--- src/rtl/spi_reg_pkg.sv ---
package spi_reg_pkg;
  parameter int unsigned DATA_W     = 8;
  parameter int unsigned ADDR_W     = DATA_W - 1;
  parameter int unsigned REG_N      = 32;
  parameter int unsigned FIFO_DEPTH = 128;

  parameter int unsigned FIFO_ADDR  = 'h00;
  parameter int unsigned TXLVL_ADDR = 'h11;
  parameter int unsigned RXLVL_ADDR = 'h12;
  parameter int unsigned REV_ADDR   = 'h1F;
  parameter logic [DATA_W-1:0] REV_ID = 8'hA1;

  typedef struct packed {
    logic              wr;
    logic [ADDR_W-1:0] addr;
  } hdr_t;
endpackage

--- src/rtl/spi_sync.sv ---
module spi_sync #(
  parameter int unsigned      W       = 1,
  parameter logic [W-1:0]     RST_VAL = '0
) (
  input  logic         clk_i,
  input  logic         rst_ni,
  input  logic [W-1:0] d_i,
  output logic [W-1:0] q_o
);
  logic [W-1:0] meta_q, sync_q;

  always_ff @(posedge clk_i or negedge rst_ni) begin
    if (!rst_ni) begin
      meta_q <= RST_VAL;
      sync_q <= RST_VAL;
    end else begin
      meta_q <= d_i;
      sync_q <= meta_q;
    end
  end

  assign q_o = sync_q;
endmodule

--- src/rtl/spi_frame.sv ---
module spi_frame
  import spi_reg_pkg::*;
#(
  parameter int unsigned DW = DATA_W,
  parameter int unsigned AW = DW - 1
) (
  input  logic          clk_i,
  input  logic          rst_ni,
  input  logic          sck_s_i,
  input  logic          csn_s_i,
  input  logic          mosi_s_i,
  input  logic [DW-1:0] rd_data_i,
  output logic          rd_req_o,
  output logic          wr_req_o,
  output logic [AW-1:0] addr_o,
  output logic [DW-1:0] wr_data_o,
  output logic          miso_o
);
  localparam int unsigned FRAME_W = 2 * DW;
  localparam int unsigned CNT_W   = $clog2(FRAME_W + 1);
  localparam logic [CNT_W-1:0] HDR_LAST  = CNT_W'(DW - 1);
  localparam logic [CNT_W-1:0] DATA_LAST = CNT_W'(FRAME_W - 1);
  localparam logic [CNT_W-1:0] CNT_FULL  = CNT_W'(FRAME_W);

  logic             sck_q;
  logic [CNT_W-1:0] cnt_q;
  logic [DW-2:0]    in_sr_q;
  logic [AW-1:0]    addr_q;
  logic             wr_q;
  logic [DW-1:0]    out_sr_q;
  logic             miso_q;

  logic          rise, fall, hdr_done, data_done;
  logic [DW-1:0] nxt_byte;

  assign rise      = sck_s_i & ~sck_q & ~csn_s_i;
  assign fall      = ~sck_s_i & sck_q & ~csn_s_i;
  assign nxt_byte  = {in_sr_q, mosi_s_i};
  assign hdr_done  = rise && (cnt_q == HDR_LAST);
  assign data_done = rise && (cnt_q == DATA_LAST);

  // header byte is consumed in the cycle it completes
  assign addr_o    = hdr_done ? nxt_byte[AW-1:0] : addr_q;
  assign rd_req_o  = hdr_done && !nxt_byte[DW-1];
  assign wr_req_o  = data_done && wr_q;
  assign wr_data_o = nxt_byte;
  assign miso_o    = miso_q;

  always_ff @(posedge clk_i or negedge rst_ni) begin
    if (!rst_ni) begin
      sck_q    <= 1'b0;
      cnt_q    <= '0;
      in_sr_q  <= '0;
      addr_q   <= '0;
      wr_q     <= 1'b0;
      out_sr_q <= '0;
      miso_q   <= 1'b0;
    end else begin
      sck_q <= sck_s_i;
      if (csn_s_i) begin
        cnt_q    <= '0;
        out_sr_q <= '0;
        miso_q   <= 1'b0;
        wr_q     <= 1'b0;
      end else begin
        if (rise && cnt_q != CNT_FULL) begin
          in_sr_q <= nxt_byte[DW-2:0];
          cnt_q   <= cnt_q + 1'b1;
          if (hdr_done) begin
            wr_q   <= nxt_byte[DW-1];
            addr_q <= nxt_byte[AW-1:0];
            if (!nxt_byte[DW-1]) out_sr_q <= rd_data_i;
          end
        end
        if (fall) begin
          miso_q   <= out_sr_q[DW-1];
          out_sr_q <= {out_sr_q[DW-2:0], 1'b0};
        end
      end
    end
  end

  a_r11_cnt_bound: assert property (@(posedge clk_i) disable iff (!rst_ni)
    cnt_q <= CNT_FULL);
  a_r8_write_ends_frame: assert property (@(posedge clk_i) disable iff (!rst_ni)
    wr_req_o |=> (cnt_q == CNT_FULL || csn_s_i));
  a_r9_miso_idle: assert property (@(posedge clk_i) disable iff (!rst_ni)
    csn_s_i |=> !miso_q);
  a_r1_single_header: assert property (@(posedge clk_i) disable iff (!rst_ni)
    hdr_done |=> !hdr_done);
endmodule

--- src/rtl/spi_reg_bank.sv ---
module spi_reg_bank
  import spi_reg_pkg::*;
#(
  parameter int unsigned DW         = DATA_W,
  parameter int unsigned AW         = DW - 1,
  parameter int unsigned NREG       = REG_N,
  parameter int unsigned DEPTH      = FIFO_DEPTH,
  parameter int unsigned LVL_W      = $clog2(DEPTH + 1)
) (
  input  logic             clk_i,
  input  logic             rst_ni,
  input  logic             rd_req_i,
  input  logic             wr_req_i,
  input  logic [AW-1:0]    addr_i,
  input  logic [DW-1:0]    wr_data_i,
  output logic [DW-1:0]    rd_data_o,
  input  logic [DW-1:0]    rx_data_i,
  input  logic [LVL_W-1:0] rx_level_i,
  output logic             rx_pop_o,
  input  logic [LVL_W-1:0] tx_level_i,
  output logic             tx_push_o,
  output logic [DW-1:0]    tx_data_o
);
  localparam int unsigned RA_W = $clog2(NREG);

  logic [DW-1:0] regs_q [NREG];
  logic          in_range, is_fifo, rx_avail, tx_room;

  assign in_range = addr_i < AW'(NREG);
  assign is_fifo  = addr_i == AW'(FIFO_ADDR);
  assign rx_avail = rx_level_i != '0;
  assign tx_room  = tx_level_i < LVL_W'(DEPTH);

  assign rx_pop_o  = rd_req_i && is_fifo && rx_avail;
  assign tx_push_o = wr_req_i && is_fifo && tx_room;
  assign tx_data_o = wr_data_i;

  for (genvar g = 0; g < NREG; g++) begin : g_reg
    if (g == FIFO_ADDR || g == TXLVL_ADDR || g == RXLVL_ADDR || g == REV_ADDR) begin : g_none
      assign regs_q[g] = '0;
    end else begin : g_store
      always_ff @(posedge clk_i or negedge rst_ni) begin
        if (!rst_ni) regs_q[g] <= '0;
        else if (wr_req_i && addr_i == AW'(g)) regs_q[g] <= wr_data_i;
      end
    end
  end

  always_comb begin
    if (!in_range)                     rd_data_o = '0;
    else if (is_fifo)                  rd_data_o = rx_avail ? rx_data_i : '0;
    else if (addr_i == AW'(TXLVL_ADDR)) rd_data_o = DW'(tx_level_i);
    else if (addr_i == AW'(RXLVL_ADDR)) rd_data_o = DW'(rx_level_i);
    else if (addr_i == AW'(REV_ADDR))   rd_data_o = REV_ID;
    else                               rd_data_o = regs_q[addr_i[RA_W-1:0]];
  end

  a_r5_pop_single: assert property (@(posedge clk_i) disable iff (!rst_ni)
    rx_pop_o |=> !rx_pop_o);
  a_r7_push_single: assert property (@(posedge clk_i) disable iff (!rst_ni)
    tx_push_o |=> !tx_push_o);
  a_r7_push_room: assert property (@(posedge clk_i) disable iff (!rst_ni)
    tx_push_o |-> tx_level_i < LVL_W'(DEPTH));
  a_r6_pop_push_excl: assert property (@(posedge clk_i) disable iff (!rst_ni)
    !(rx_pop_o && tx_push_o));
endmodule

--- src/rtl/spi_reg_slave.sv ---
module spi_reg_slave
  import spi_reg_pkg::*;
#(
  parameter int unsigned DW    = DATA_W,
  parameter int unsigned AW    = DW - 1,
  parameter int unsigned NREG  = REG_N,
  parameter int unsigned DEPTH = FIFO_DEPTH,
  parameter int unsigned LVL_W = $clog2(DEPTH + 1)
) (
  input  logic             clk_i,
  input  logic             rst_ni,
  input  logic             sck_i,
  input  logic             csn_i,
  input  logic             mosi_i,
  output logic             miso_o,
  input  logic [DW-1:0]    rx_data_i,
  input  logic [LVL_W-1:0] rx_level_i,
  output logic             rx_pop_o,
  input  logic [LVL_W-1:0] tx_level_i,
  output logic             tx_push_o,
  output logic [DW-1:0]    tx_data_o
);
  logic [2:0]    pins_s;
  logic          rd_req, wr_req;
  logic [AW-1:0] addr;
  logic [DW-1:0] wr_data, rd_data;

  // order: {csn, sck, mosi}; chip select resets deasserted
  spi_sync #(.W(3), .RST_VAL(3'b100)) u_sync (
    .clk_i (clk_i),
    .rst_ni(rst_ni),
    .d_i   ({csn_i, sck_i, mosi_i}),
    .q_o   (pins_s)
  );

  spi_frame #(.DW(DW), .AW(AW)) u_frame (
    .clk_i    (clk_i),
    .rst_ni   (rst_ni),
    .sck_s_i  (pins_s[1]),
    .csn_s_i  (pins_s[2]),
    .mosi_s_i (pins_s[0]),
    .rd_data_i(rd_data),
    .rd_req_o (rd_req),
    .wr_req_o (wr_req),
    .addr_o   (addr),
    .wr_data_o(wr_data),
    .miso_o   (miso_o)
  );

  spi_reg_bank #(.DW(DW), .AW(AW), .NREG(NREG), .DEPTH(DEPTH), .LVL_W(LVL_W)) u_bank (
    .clk_i     (clk_i),
    .rst_ni    (rst_ni),
    .rd_req_i  (rd_req),
    .wr_req_i  (wr_req),
    .addr_i    (addr),
    .wr_data_i (wr_data),
    .rd_data_o (rd_data),
    .rx_data_i (rx_data_i),
    .rx_level_i(rx_level_i),
    .rx_pop_o  (rx_pop_o),
    .tx_level_i(tx_level_i),
    .tx_push_o (tx_push_o),
    .tx_data_o (tx_data_o)
  );

  a_r8_no_push_deselected: assert property (@(posedge clk_i) disable iff (!rst_ni)
    pins_s[2] |-> !tx_push_o);
endmodule

--- config.mk ---
export PLATFORM = sky130hd
export DESIGN_NAME = spi_reg_slave
export DESIGN_NICKNAME = d
export VERILOG_FILES = /design/src/rtl/spi_reg_pkg.sv /design/src/rtl/spi_sync.sv /design/src/rtl/spi_frame.sv /design/src/rtl/spi_reg_bank.sv /design/src/rtl/spi_reg_slave.sv
export SDC_FILE = /design/constraint.sdc
export NUM_CORES = 1
export LEC_CHECK = 0
export ABC_CLOCK_PERIOD_IN_PS = 4800
export BUFFER_PORTS_ARGS = -buffer_cell sky130_fd_sc_hd__buf_4
export CAP_MARGIN = 30
export CORE_ASPECT_RATIO = 1.2
export CORE_MARGIN = 1
export CORE_UTILIZATION = 40
export DETAILED_ROUTE_END_ITERATION = 8
export PLACE_DENSITY = 0.56
export SYNTH_ARGS = -nofsm -noshare
export SYNTH_HDL_FRONTEND = slang
export SYNTH_SLANG_ARGS = --single-unit
--- constraint.sdc ---
create_clock -name clk_i -period 4.8 [get_ports clk_i]
set_clock_uncertainty 0.15 [all_clocks]
set_input_delay 0.96 -clock clk_i [delete_from_list [all_inputs] [get_ports clk_i]]
set_output_delay 0.96 -clock clk_i [all_outputs]
set_load 0.02 [all_outputs]
== Yosys cells after proc, flatten, opt, wreduce, memory -nomap -nowiden ==
Index checks and enable logic that the tools add are counted.

* Equal/unequal tests: 35
* Reduce and logical (&&, ||, !) cells: 48
* Add/sub/neg operators: 1
* Order comparisons: 3
* Mux-type cells: 22
* Bitwise logic cells: 8

{| class="wikitable"
|+ Operator list
! cell !! number
|-
| 7-bit by 5-bit equality test with 1-bit output, second input constant || 16
|-
| 8-bit 2-to-1 mux || 13
|-
| 7-bit by 4-bit equality test with 1-bit output, second input constant || 8
|-
| 8-bit binary-select mux with 5-bit select || 1
|-
| 1-bit logical AND || 37
|-
| 7-bit by 3-bit equality test with 1-bit output, second input constant || 4
|-
| 7-bit by 2-bit equality test with 1-bit output, second input constant || 2
|-
| 5-bit 2-to-1 mux || 2
|-
| 8-bit less-than comparator, second input constant || 1
|-
| 8-bit nonzero test || 1
|-
| 7-bit by 1-bit equality test with 1-bit output, second input constant || 1
|-
| 7-bit zero test || 1
|-
| 7-bit by 6-bit less-than comparator with 1-bit output, second input constant || 1
|-
| 7-bit 2-to-1 mux || 1
|-
| 6-bit >= comparator, second input constant || 1
|-
| 5-bit NOT with 6-bit output || 1
|-
| 2-bit nonzero test || 3
|-
| 3-bit nonzero test || 2
|-
| 5-bit by 1-bit adder with 5-bit output, second input constant || 1
|-
| 5-bit by 3-bit equality test with 1-bit output, second input constant || 1
|-
| 5-bit by 4-bit equality test with 1-bit output, second input constant || 1
|-
| 1-bit 2-to-1 mux || 5
|-
| 5-bit inequality test, second input constant || 1
|-
| 1-bit AND || 4
|-
| other kinds (5) || 8
|}

* Word-level logic and storage cells: 154
* Flip-flop bits (word level): 260
* Output and inout bits: 11
* Input bits: 29

== Logic depth before layout (Yosys ltp) ==
Gate-level depths: netlist (run 1).

* Depth after elaboration: 19
* Depth in mapped cells: 12
* Depth with buffers taken out: 9

== Modules after synthesis ==
A second synthesis (run 1) with hierarchy kept.

* Cells, all modules: 930
* Area, all modules: 12,622.1 µm²

{| class="wikitable"
|+ By module, submodules not included
! module !! times used !! seq. area each (µm²) !! cells each !! area each (µm²)
|-
| spi_reg_bank || 1 || 5,605.4 || 801 || 10,941.7
|-
| spi_frame || 1 || 750.7 || 123 || 1,527.7
|-
| spi_sync || 1 || 152.6 || 6 || 152.6
|}

== Least setup slack after synthesis (run 1) ==
No wires, ideal clock.

* Path type: register to output
* Start: register u_frame.cnt_q[0]
* End: output port rx_pop_o
* Path slack: 1,303 ps
* Buffers on the path: 4
* Stages on the path, launching flop included: 11
* Arrival: 2,387 ps
* Cell sequence: dfrtp_1 ha_1 nor4bb_2 buf_4 buf_4 buf_4 a21oi_1 a32o_1 buf_2 nand2_1 nor3_1

* Longest elaborated chain between the ends: 6
* Elaborated cells between the ends (all ways): 7
* Those cells by class: 1 x eq/ne; 1 x mux; 5 x reduce/logical

{| class="wikitable"
|+ Ends and longest elaborated chain
! element !! line !! text
|-
| from (decl) || spi_frame.sv:26 || <nowiki>logic [CNT_W-1:0] cnt_q;</nowiki>
|-
| from (signal assigned) || spi_frame.sv:68 || <nowiki>cnt_q <= cnt_q + 1'b1;</nowiki>
|-
| 5-bit by 3-bit equality test with 1-bit output * || spi_frame.sv:39 || <nowiki>assign hdr_done = rise && (cnt_q == HDR_LAST);</nowiki>
|-
| 1-bit logical AND * || spi_frame.sv:39 ||
|-
| 7-bit 2-to-1 mux || spi_frame.sv:43 || <nowiki>assign addr_o = hdr_done ? nxt_byte[AW-1:0] : addr_q;</nowiki>
|-
| 7-bit zero test || spi_reg_bank.sv:30 || <nowiki>assign is_fifo = addr_i == AW'(FIFO_ADDR);</nowiki>
|-
| 1-bit logical AND * (2 in series) || spi_reg_bank.sv:34 || <nowiki>assign rx_pop_o = rd_req_i && is_fifo && rx_avail;</nowiki>
|-
| to (decl) || spi_reg_slave.sv:18 || <nowiki>output logic rx_pop_o,</nowiki>
|}

Mark *: on every way between the ends. The rest lies on a longest branch, timed or not.

== Final worst setup path (run 1) ==
* Start: register u_frame.cnt_q[0]
* End: output port tx_push_o

* Longest elaborated chain between the ends: 6
* Elaborated cells between the ends (all ways): 9
* Those cells by class: 2 x eq/ne; 1 x mux; 6 x reduce/logical

{| class="wikitable"
|+ Ends and longest elaborated chain
! element !! line !! text
|-
| 5-bit by 3-bit equality test with 1-bit output || spi_frame.sv:39 ||
|-
| 1-bit logical AND || spi_frame.sv:39 ||
|-
| 7-bit 2-to-1 mux || spi_frame.sv:43 ||
|-
| 7-bit zero test || spi_reg_bank.sv:30 ||
|-
| 1-bit logical AND * (2 in series) || spi_reg_bank.sv:35 || <nowiki>assign tx_push_o = wr_req_i && is_fifo && tx_room;</nowiki>
|-
| to (decl) || spi_reg_slave.sv:20 || <nowiki>output logic tx_push_o,</nowiki>
|}

Marked as above.

==> results.tsv, run 1 <==
metric	value	unit
clock_path_buffers	3	
dr.pass1.iters	5	
worstPathArrival	3300	ps
root_buffer	clkbuf_16	
grt_overflow	0	
pre_cts_ws	450	ps
fin_crit_sh	91.8	%
pin_count	40	
r2r_setup_slack	430	ps
postCtsResizedCells	0	
post-cts-setup-buffer-count	0	
drc	0	
hold_buffers	0	
path_max_fanout	15	
io_buffers	39	
path_class	flop to primary output	
grt_pass1_vias	9853	
crit_buf_inv	2	
synth-seq-cells	260	
period_needed	4410	ps
syn_inst	1149	
path_delay_family	simple AND/OR/NAND/NOR gates	
rsz0062_at_grt	no	
slowest_delay	840	ps
dieArea	33700	sq um
syn_area	13200	sq um
synthArstFlopShare	100	%
critical_path.startpoint	u_frame.cnt_q[0]	
grt_antenna_before_repair	1	
critPathSlowestCell	nor4bb_4	
vias	9644	
mostFrequentLayoutCell	dfrtp_1	
syn_nets	1181	
power_frac_comb	9.8	%
hold_viol	0	
seqPwrFrac	47.6	%
area_growth	12.1	%
ys.flop_type	dfrtp_1	
relSlewSlack	28.1	%
fp.dieW	168	microns
synth_warnings	0	
required	3690	ps
drive_above_1_share	33.0	%
p_leak	6.70	nW
yosysSeqAreaShare	49.4	%
clkLatencyLatePin	560	ps
grt_max_degree	114	
hold_class	flop to flop	
final_cell_mix	dfrtp_1, mux2_2, nand2_1, buf_4, a21oi_1	
htree_num_levels	1	
grt_pass1_wl	63100	microns
tns	0	ps
holdCritStartpoint	u_sync.meta_q[2]	
synth_edf_count	0	
path_cells	ha_1, nor4bb_4, buf_4, a21oi_1, a21oi_1, nor3_1, buf_4	
avgViaCountPerCell	6.07	
worst_slew_pin_slew	1080	ps
endpoint_kind	primary output	
start_util	40.7	%
maxSlewViolCount	0	
final_core_util	45.7	%
grt_usage	24.6	%
place.gp.congestion	0.933	
setup_ws	392	ps
power_density	340	nW/um^2
fp-row-count	72	
totalWireLength	40700	microns
ir_worst_vdd	0.267	mV
dp_hpwl	27500	microns
clkSinkCount	260	
intPower	3.60	mW
cts_tree	done	
sw_frac_of_total	28.3	%
yosys.cell_types.count	84	
final-setup-viol-count	0	
p_sw	1.42	mW
fmax	227	MHz
layout.nets	1193	
crit-reg2reg-launch	u_frame.cnt_q[0]	
syn_area_per_cell	11.5	sq um
fp.dieH	201	microns
antenna_left	0	
numCtsBuffers	27	
drt_iter0_drc	901	
worstSetupStartpointType	flop	
max-cap-violations	0	
post_drt_wl_per_cell	25.6	microns
clk_pin_slew	70	ps
pwr-share-clk	42.6	%
coreArea	32300	sq um
status	finished clean	
## flip-flops by register name, summed over array words and instances (netlist names), 3 cells and up
name / flops
u_bank.regs_q: 224
u_frame.addr_q: 7
u_sync.q_o: 3
u_frame.in_sr_q: 7
u_sync.meta_q: 3
u_frame.cnt_q: 5
u_frame.out_sr_q: 8
## synth_stat cells, drive strengths merged, types with 3 or more instances
master,count,share of area (%)
nand3,16,0.61
a21boi,10,0.57
a2111oi,10,0.66
a21o,5,0.28
ha,3,0.28
dfrtp,258,49
o2111ai,4,0.27
a32oi,13,0.86
nand4,16,0.81
o21ai,33,1.3
or4,3,0.17
o211ai,7,0.40
clkbuf,55,1.6
mux2,234,20
a211oi,19,1.1
a21oi,42,1.6
o21a,4,0.23
nor2,50,2.2
nor3,14,0.66
and3,22,1.0
o221ai,3,0.20
or4b,4,0.30
a22oi,9,0.51
nand4b,4,0.38
and2,4,0.19
or2,6,0.28
buf,36,1.6
nand2,105,3.0
o22ai,7,0.33
mux2i,31,2.4
nor4,9,0.47
o2bb2ai,3,0.20
a22o,3,0.20
a31oi,13,0.71
or3,4,0.19
nand2b,15,0.71
a311oi,7,0.47
a221oi,13,0.86
nor2b,5,0.24
inv,14,0.40
o31ai,5,0.32
## cell families after synthesis
family	after synthesis	synth area share (%)
compound gates	225	12.1
xor+xnor	2	0.133
fa+ha+maj	3	0.285
buf+inv	106	3.64
flops	260	49.4
mux	265	22.4
simple gates	288	12.1
## worst register-to-register path: stages, from the launching register on
cell and delay [ps]:
dfrtp_1 400, ha_1 240, nor4bb_4 840, nand2_2 510, mux2i_1 920, a221oi_1 180
nor4_1 590, a21oi_1 280, a21oi_1 190
## stage by stage
stage	area, sq um	cells	hold slack, ps	total power [mW]
final	14800	1588	207	5.02
after global routing	14800	1587	214	5.18
after CTS	14800	1587	208	5.05
after detailed placement	13900	1539	188	2.91
after global placement	13900	1537	195	2.91
after floorplan	13200	1149	181	2.58
## final timing paths
kind	end	cells after the start
hold / removal	u_sync.q_o[2]	0
max in group asynchronous	u_bank.regs_q[168]	2
min in group asynchronous	u_bank.regs_q[126]	1
setup reg to reg	u_frame.out_sr_q[3]	8
setup / recovery	tx_push_o	7
hold reg to reg	u_sync.q_o[2]	0
## power groups by stage
| stage | registers [mW] | logic [mW] | clock network (mW) |
|---|---|---|---|
| after floorplan | 2.33 | 0.246 | 0 |
| after global placement | 2.43 | 0.484 | 0 |
| after detailed placement | 2.42 | 0.490 | 0 |
| after CTS | 2.38 | 0.489 | 2.18 |
| after global routing | 2.39 | 0.523 | 2.27 |
| final | 2.39 | 0.489 | 2.14 |
## layer usage
layer	global-route usage, %	routed length [microns]
met2	38.5	18600
met5	0	0
met3	3.82	2330
met4	12.0	1920
met1	33.3	17800
## final cells by class
class,count,area [sq um]
repair buffers,74,597
well taps,407,509
clock inverters,9,108
multi-input cells,783,6210
fillers,2988,17600
clock buffers,39,781
flip-flops and latches,260,6510
diodes,1,2.50
inverters,15,56.3
(Power assumes the default switching activity.)
==> run 2: changes to the inputs <==
Settings changed: RECOVER_POWER from default to 25.
==> results.tsv, run 2 (synthesized netlist as in run 1, its figures left out) <==
metric	value	unit	change
dr.pass1.iters	5		unchanged
seqPwrFrac	47.7	%	about the same
path_max_fanout	15		unchanged
dp_cells	1539		unchanged
clk_pin_slew	70	ps	about the same
post_drt_wl_per_cell	25.6	microns	-0.11%
pwr-share-clk	42.6	%	about the same
p_sw	1.42	mW	about the same
drc	0		unchanged
placed_area	13900	sq um	unchanged
io_buffers	39		unchanged
power_frac_comb	9.7	%	about the same
postCtsResizedCells	0		unchanged
hold_class	flop to flop		
largest_register	u_bank.regs_q		
period_needed	4400	ps	-7.27 ps
clock_path_buffers	3		unchanged
maxSlewViolCount	113		+113
vias	9655		+0.11%
root_buffer	clkbuf_16		
final_cell_mix	dfrtp_1, mux2_2, nand2_1, buf_4, a21oi_1		
relSlewSlack	-105	%	-130 points
violations	capacitance limit, slew limit		
intPower	3.60	mW	about the same
area_growth	12.0	%	about the same
fp.dieW	168	microns	unchanged
ir_worst_vdd	0.267	mV	about the same
p_total	5.02	mW	about the same
grt_overflow	0		unchanged
max-cap-violations	1		+1
fillers	2988		unchanged
fp.dieH	201	microns	unchanged
rsz0062_at_grt	no		
place.gp.congestion	0.933		unchanged
grt_pass1_wl	63100	microns	unchanged
layout.nets	1193		unchanged
stdcell_area	14800	sq um	about the same
worstPathArrival	3290	ps	about the same
drive_above_1_share	32.9	%	-0.085 points
antenna_left	0		unchanged
grt_usage	24.6	%	unchanged
clkLatencyLatePin	560	ps	about the same
drt_iter0_drc	901		unchanged
r2r_cells	8		unchanged
worst_slew_pin_slew	3080	ps	+2000 ps
fmax	227	MHz	+0.17%
p_leak	6.69	nW	-0.11%
hold_viol	0		unchanged
clkSinkCount	260		unchanged
grt_antenna_before_repair	1		unchanged
fin_crit_sh	91.7	%	-0.15 points
dieArea	33700	sq um	unchanged
grt_pass1_vias	9853		unchanged
hold_buffers	0		unchanged
worstSetupStartpointType	flop		
htree_num_levels	1		unchanged
fp-row-count	72		unchanged
mostFrequentLayoutCell	dfrtp_1		
endpoint_kind	primary output		
final_cells	1588		unchanged
pin_count	40		unchanged
avgViaCountPerCell	6.08		+0.11%
cts_tree	done		
final_core_util	45.6	%	about the same
power_density	340	nW/um^2	about the same
coreArea	32300	sq um	unchanged
post-cts-setup-buffer-count	0		unchanged
hold_depth	0		unchanged
dp_hpwl	27500	microns	unchanged
largest_registers	u_bank.regs_q: 224 flops, u_frame.out_sr_q: 8 flops		
start_util	40.7	%	unchanged
sw_frac_of_total	28.3	%	about the same
path_class	flop to primary output		
totalWireLength	40700	microns	-0.11%
numCtsBuffers	27		unchanged
status	finished, violations left		
tns	0	ps	unchanged
largest_reg_flops	224		unchanged
required	3690	ps	about the same
grt_max_degree	114		unchanged
final-setup-viol-count	0		unchanged
-- run 2: changes by cell type in the layout (fill, tap and decap cells not counted), sizes merged --
cell and delta:
clkbuf +5, buf -5
-- run 2: critical path: stages, from the launching register on --
cell      delay [ps]
dfrtp_1          400
ha_1             240
nor4bb_4         840
buf_4            350
a21oi_1          110
a21oi_1          490
nor3_1           110
buf_4            180
-- run 2: path summary, 6_finish.rpt --
| path | startpoint | endpoint | slack, ps |
|---|---|---|---|
| setup / recovery | u_frame.cnt_q[0] | tx_push_o | 400 |
| hold / removal | u_sync.meta_q[2] | u_sync.q_o[2] | 210 |
| setup reg to reg | u_frame.cnt_q[0] | u_frame.out_sr_q[3] | 430 |
| hold reg to reg | u_sync.meta_q[2] | u_sync.q_o[2] | 210 |
| max in group asynchronous | rst_ni | u_sync.q_o[0] | 1030 |
| min in group asynchronous | rst_ni | u_bank.regs_q[126] | 1220 |
-- run 2: area by class of cell --
cell class / instances / area [sq um] / area share (%)
clock inverters: 9 / 108 / 0.729
inverters: 15 / 56.3 / 0.381
clock buffers: 39 / 781 / 5.29
flip-flops and latches: 260 / 6510 / 44.1
well taps: 407 / 509 / 3.45
multi-input cells: 783 / 6210 / 42.1
diodes: 1 / 2.50 / 0.0170
repair buffers: 74 / 583 / 3.95
-- run 2: layer usage --
metal / track usage [%] / wire [microns] / part of all wire, %
met2: 38.5 / 18600 / 46
met5: 0 / 0 / 0
met1: 33.3 / 17700 / 44
met3: 3.82 / 2390 / 5.9
met4: 12.0 / 1920 / 4.7
-- run 2: metrics by stage --
step / hold WS (ps) / setup slack (ps)
global route: 214 / 183
global placement: 195 / 448
finish: 207 / 399
CTS: 208 / 431
detailed placement: 188 / 450
floorplan: 181 / 1300
-- run 2: power groups by stage --
stage,registers [mW],logic (mW),clock network (mW)
2_1_floorplan,2.33,0.246,0
3_3_place_gp,2.43,0.484,0
3_5_place_dp,2.42,0.490,0
4_1_cts,2.38,0.489,2.18
5_1_grt,2.39,0.522,2.27
6_report,2.39,0.489,2.14
==> run 3: changes to the inputs <==
Settings changed: CORE_MARGIN 1 to 1.5.
==> results.tsv, run 3 (synthesized netlist as in run 1, its figures left out) <==
metric	value	unit	change
fp.dieW	169	microns	+0.60%
totalWireLength	41900	microns	+3.1%
clkSinkCount	260		unchanged
numCtsBuffers	27		unchanged
path_max_fanout	13		-2
htree_num_levels	1		unchanged
pin_count	40		unchanged
tns	0	ps	unchanged
area_growth	11.8	%	
dp_hpwl	28700	microns	+4.5%
ir_worst_vdd	0.299	mV	+12%
crit_buf_inv	3		+1
layout.nets	1197		+0.34%
worstPathArrival	4440	ps	+1150 ps
required	5070	ps	+1380 ps
hold_viol	0		unchanged
hold_buffers	0		unchanged
drc	0		unchanged
path_class	flop to flop		
largest_reg_flops	224		unchanged
dr.pass1.iters	5		unchanged
grt_antenna_before_repair	1		unchanged
path_cells	nor3b_4, buf_4, buf_4, a2111oi_0, a31oi_1, a21oi_1, a2111oi_0, buf_2, a22o_1, a41oi_1		
p_leak	6.69	nW	about the same
drive_above_1_share	33.3	%	+0.45 points
largest_register	u_bank.regs_q		
r2r_cells	10		+2
relSlewSlack	-115	%	-9.7 points
post_drt_wl_per_cell	26.3	microns	+2.8%
grt_max_degree	122		+7.0%
dp_cells	1542		+0.19%
num_antenna_cells	0		-1
start_util	40.7	%	unchanged
cts_tree	done		
hold_depth	0		unchanged
fin_crit_sh	87.0	%	-4.7 points
clkLatencyLatePin	550	ps	about the same
critPathSlowestCell	a31oi_1		
status	finished, violations left		
period_needed	4180	ps	-225 ps
clk_pin_slew	60	ps	about the same
io_buffers	39		unchanged
fmax	239	MHz	+5.4%
coreArea	32300	sq um	unchanged
rsz0062_at_grt	no		
grt_pass1_vias	9959		+1.1%
max-cap-violations	1		unchanged
fp.dieH	202	microns	+0.50%
worst_slew_pin_slew	3220	ps	+146 ps
antenna_left	0		unchanged
place.gp.congestion	0.929		-0.47%
cp.depth	10		+3
mostFrequentLayoutCell	dfrtp_1		
final-setup-viol-count	0		unchanged
final_cells	1592		+0.25%
path_delay_family	compound AO/OA/AOI/OAI gates		
endpoint_kind	flop		
postCtsResizedCells	0		unchanged
crit-reg2reg-launch	u_sync.q_o[1]		
root_buffer	clkbuf_16		
slowest_delay	770	ps	-70 ps
clock_path_buffers	3		unchanged
holdCritStartpoint	u_sync.meta_q[0]		
grt_overflow	0		unchanged
avgViaCountPerCell	6.17		+1.5%
r2r-end	u_frame.out_sr_q[5]		
r2r_setup_slack	620	ps	+190 ps
vias	9829		+1.8%
largest_registers	u_bank.regs_q: 224 flops, u_frame.out_sr_q: 8 flops		
hold_class	flop to flop		
final_cell_mix	dfrtp_1, mux2_2, nand2_1, buf_4, a21oi_1		
worstSetupStartpointType	flop		
fillers	2975		-0.44%
grt_pass1_wl	64100	microns	+1.5%
post-cts-setup-buffer-count	0		unchanged
violations	capacitance limit, slew limit		
dieArea	34000	sq um	+1.1%
maxSlewViolCount	122		+8.0%
grt_usage	25.1	%	+0.45 points
fp-row-count	72		unchanged
hold_end	u_sync.q_o[0]		
drt_iter0_drc	930		+3.2%
power_density	336	nW/um^2	-1.3%
run 3: how the worst max path moves through the flow:
| stage | start | endpoint |
|---|---|---|
| detailed placement | u_sync.q_o[1] | u_frame.out_sr_q[5] |
| global route | u_sync.q_o[1] | rx_pop_o |
| global placement | u_sync.q_o[2] | u_frame.out_sr_q[5] |
| floorplan | u_frame.cnt_q[0] | rx_pop_o |
| finish | u_sync.q_o[1] | u_frame.out_sr_q[5] |
| CTS | u_sync.q_o[2] | rx_pop_o |
run 3: through the flow:
| stage | total power, mW | area [sq um] | hold slack, ps | util (%) | setup WS, ps |
|---|---|---|---|---|---|
| CTS | 4.98 | 14700 | 216 | 45.6 | 635 |
| floorplan | 2.58 | 13200 | 181 | - | 1300 |
| global placement | 2.93 | 13900 | 196 | 42.9 | 433 |
| global route | 5.11 | 14700 | 219 | 45.5 | 443 |
| finish | 4.94 | 14700 | 213 | 45.5 | 624 |
| detailed placement | 2.93 | 13900 | 188 | 42.9 | 737 |
run 3: cell type report:
cell class	count	area, sq um	share of cell area (%)
inverter	15	56.3	0.382
sequential	260	6510	44.2
multi-input combinational	783	6210	42.2
tap	407	509	3.46
clock inverter	11	82.6	0.561
clock buffer	38	767	5.21
timing repair buffer	78	594	4.03
run 3: power breakdown:
part	total (mW)	switching (mW)	internal (mW)
Clock	2.05	0.882	1.16
Sequential	2.33	0.108	2.22
Combinational	0.566	0.424	0.142
Total	4.94	1.41	3.53
run 3: layer usage:
metal	vias up	track usage (%)	share of wire, %
met4	2	13.5	5.6
met2	379	39.5	46
met1	5049	32.5	42
met3	110	4.93	6.8
met5	-	0	0.038
li1	4289	-	-
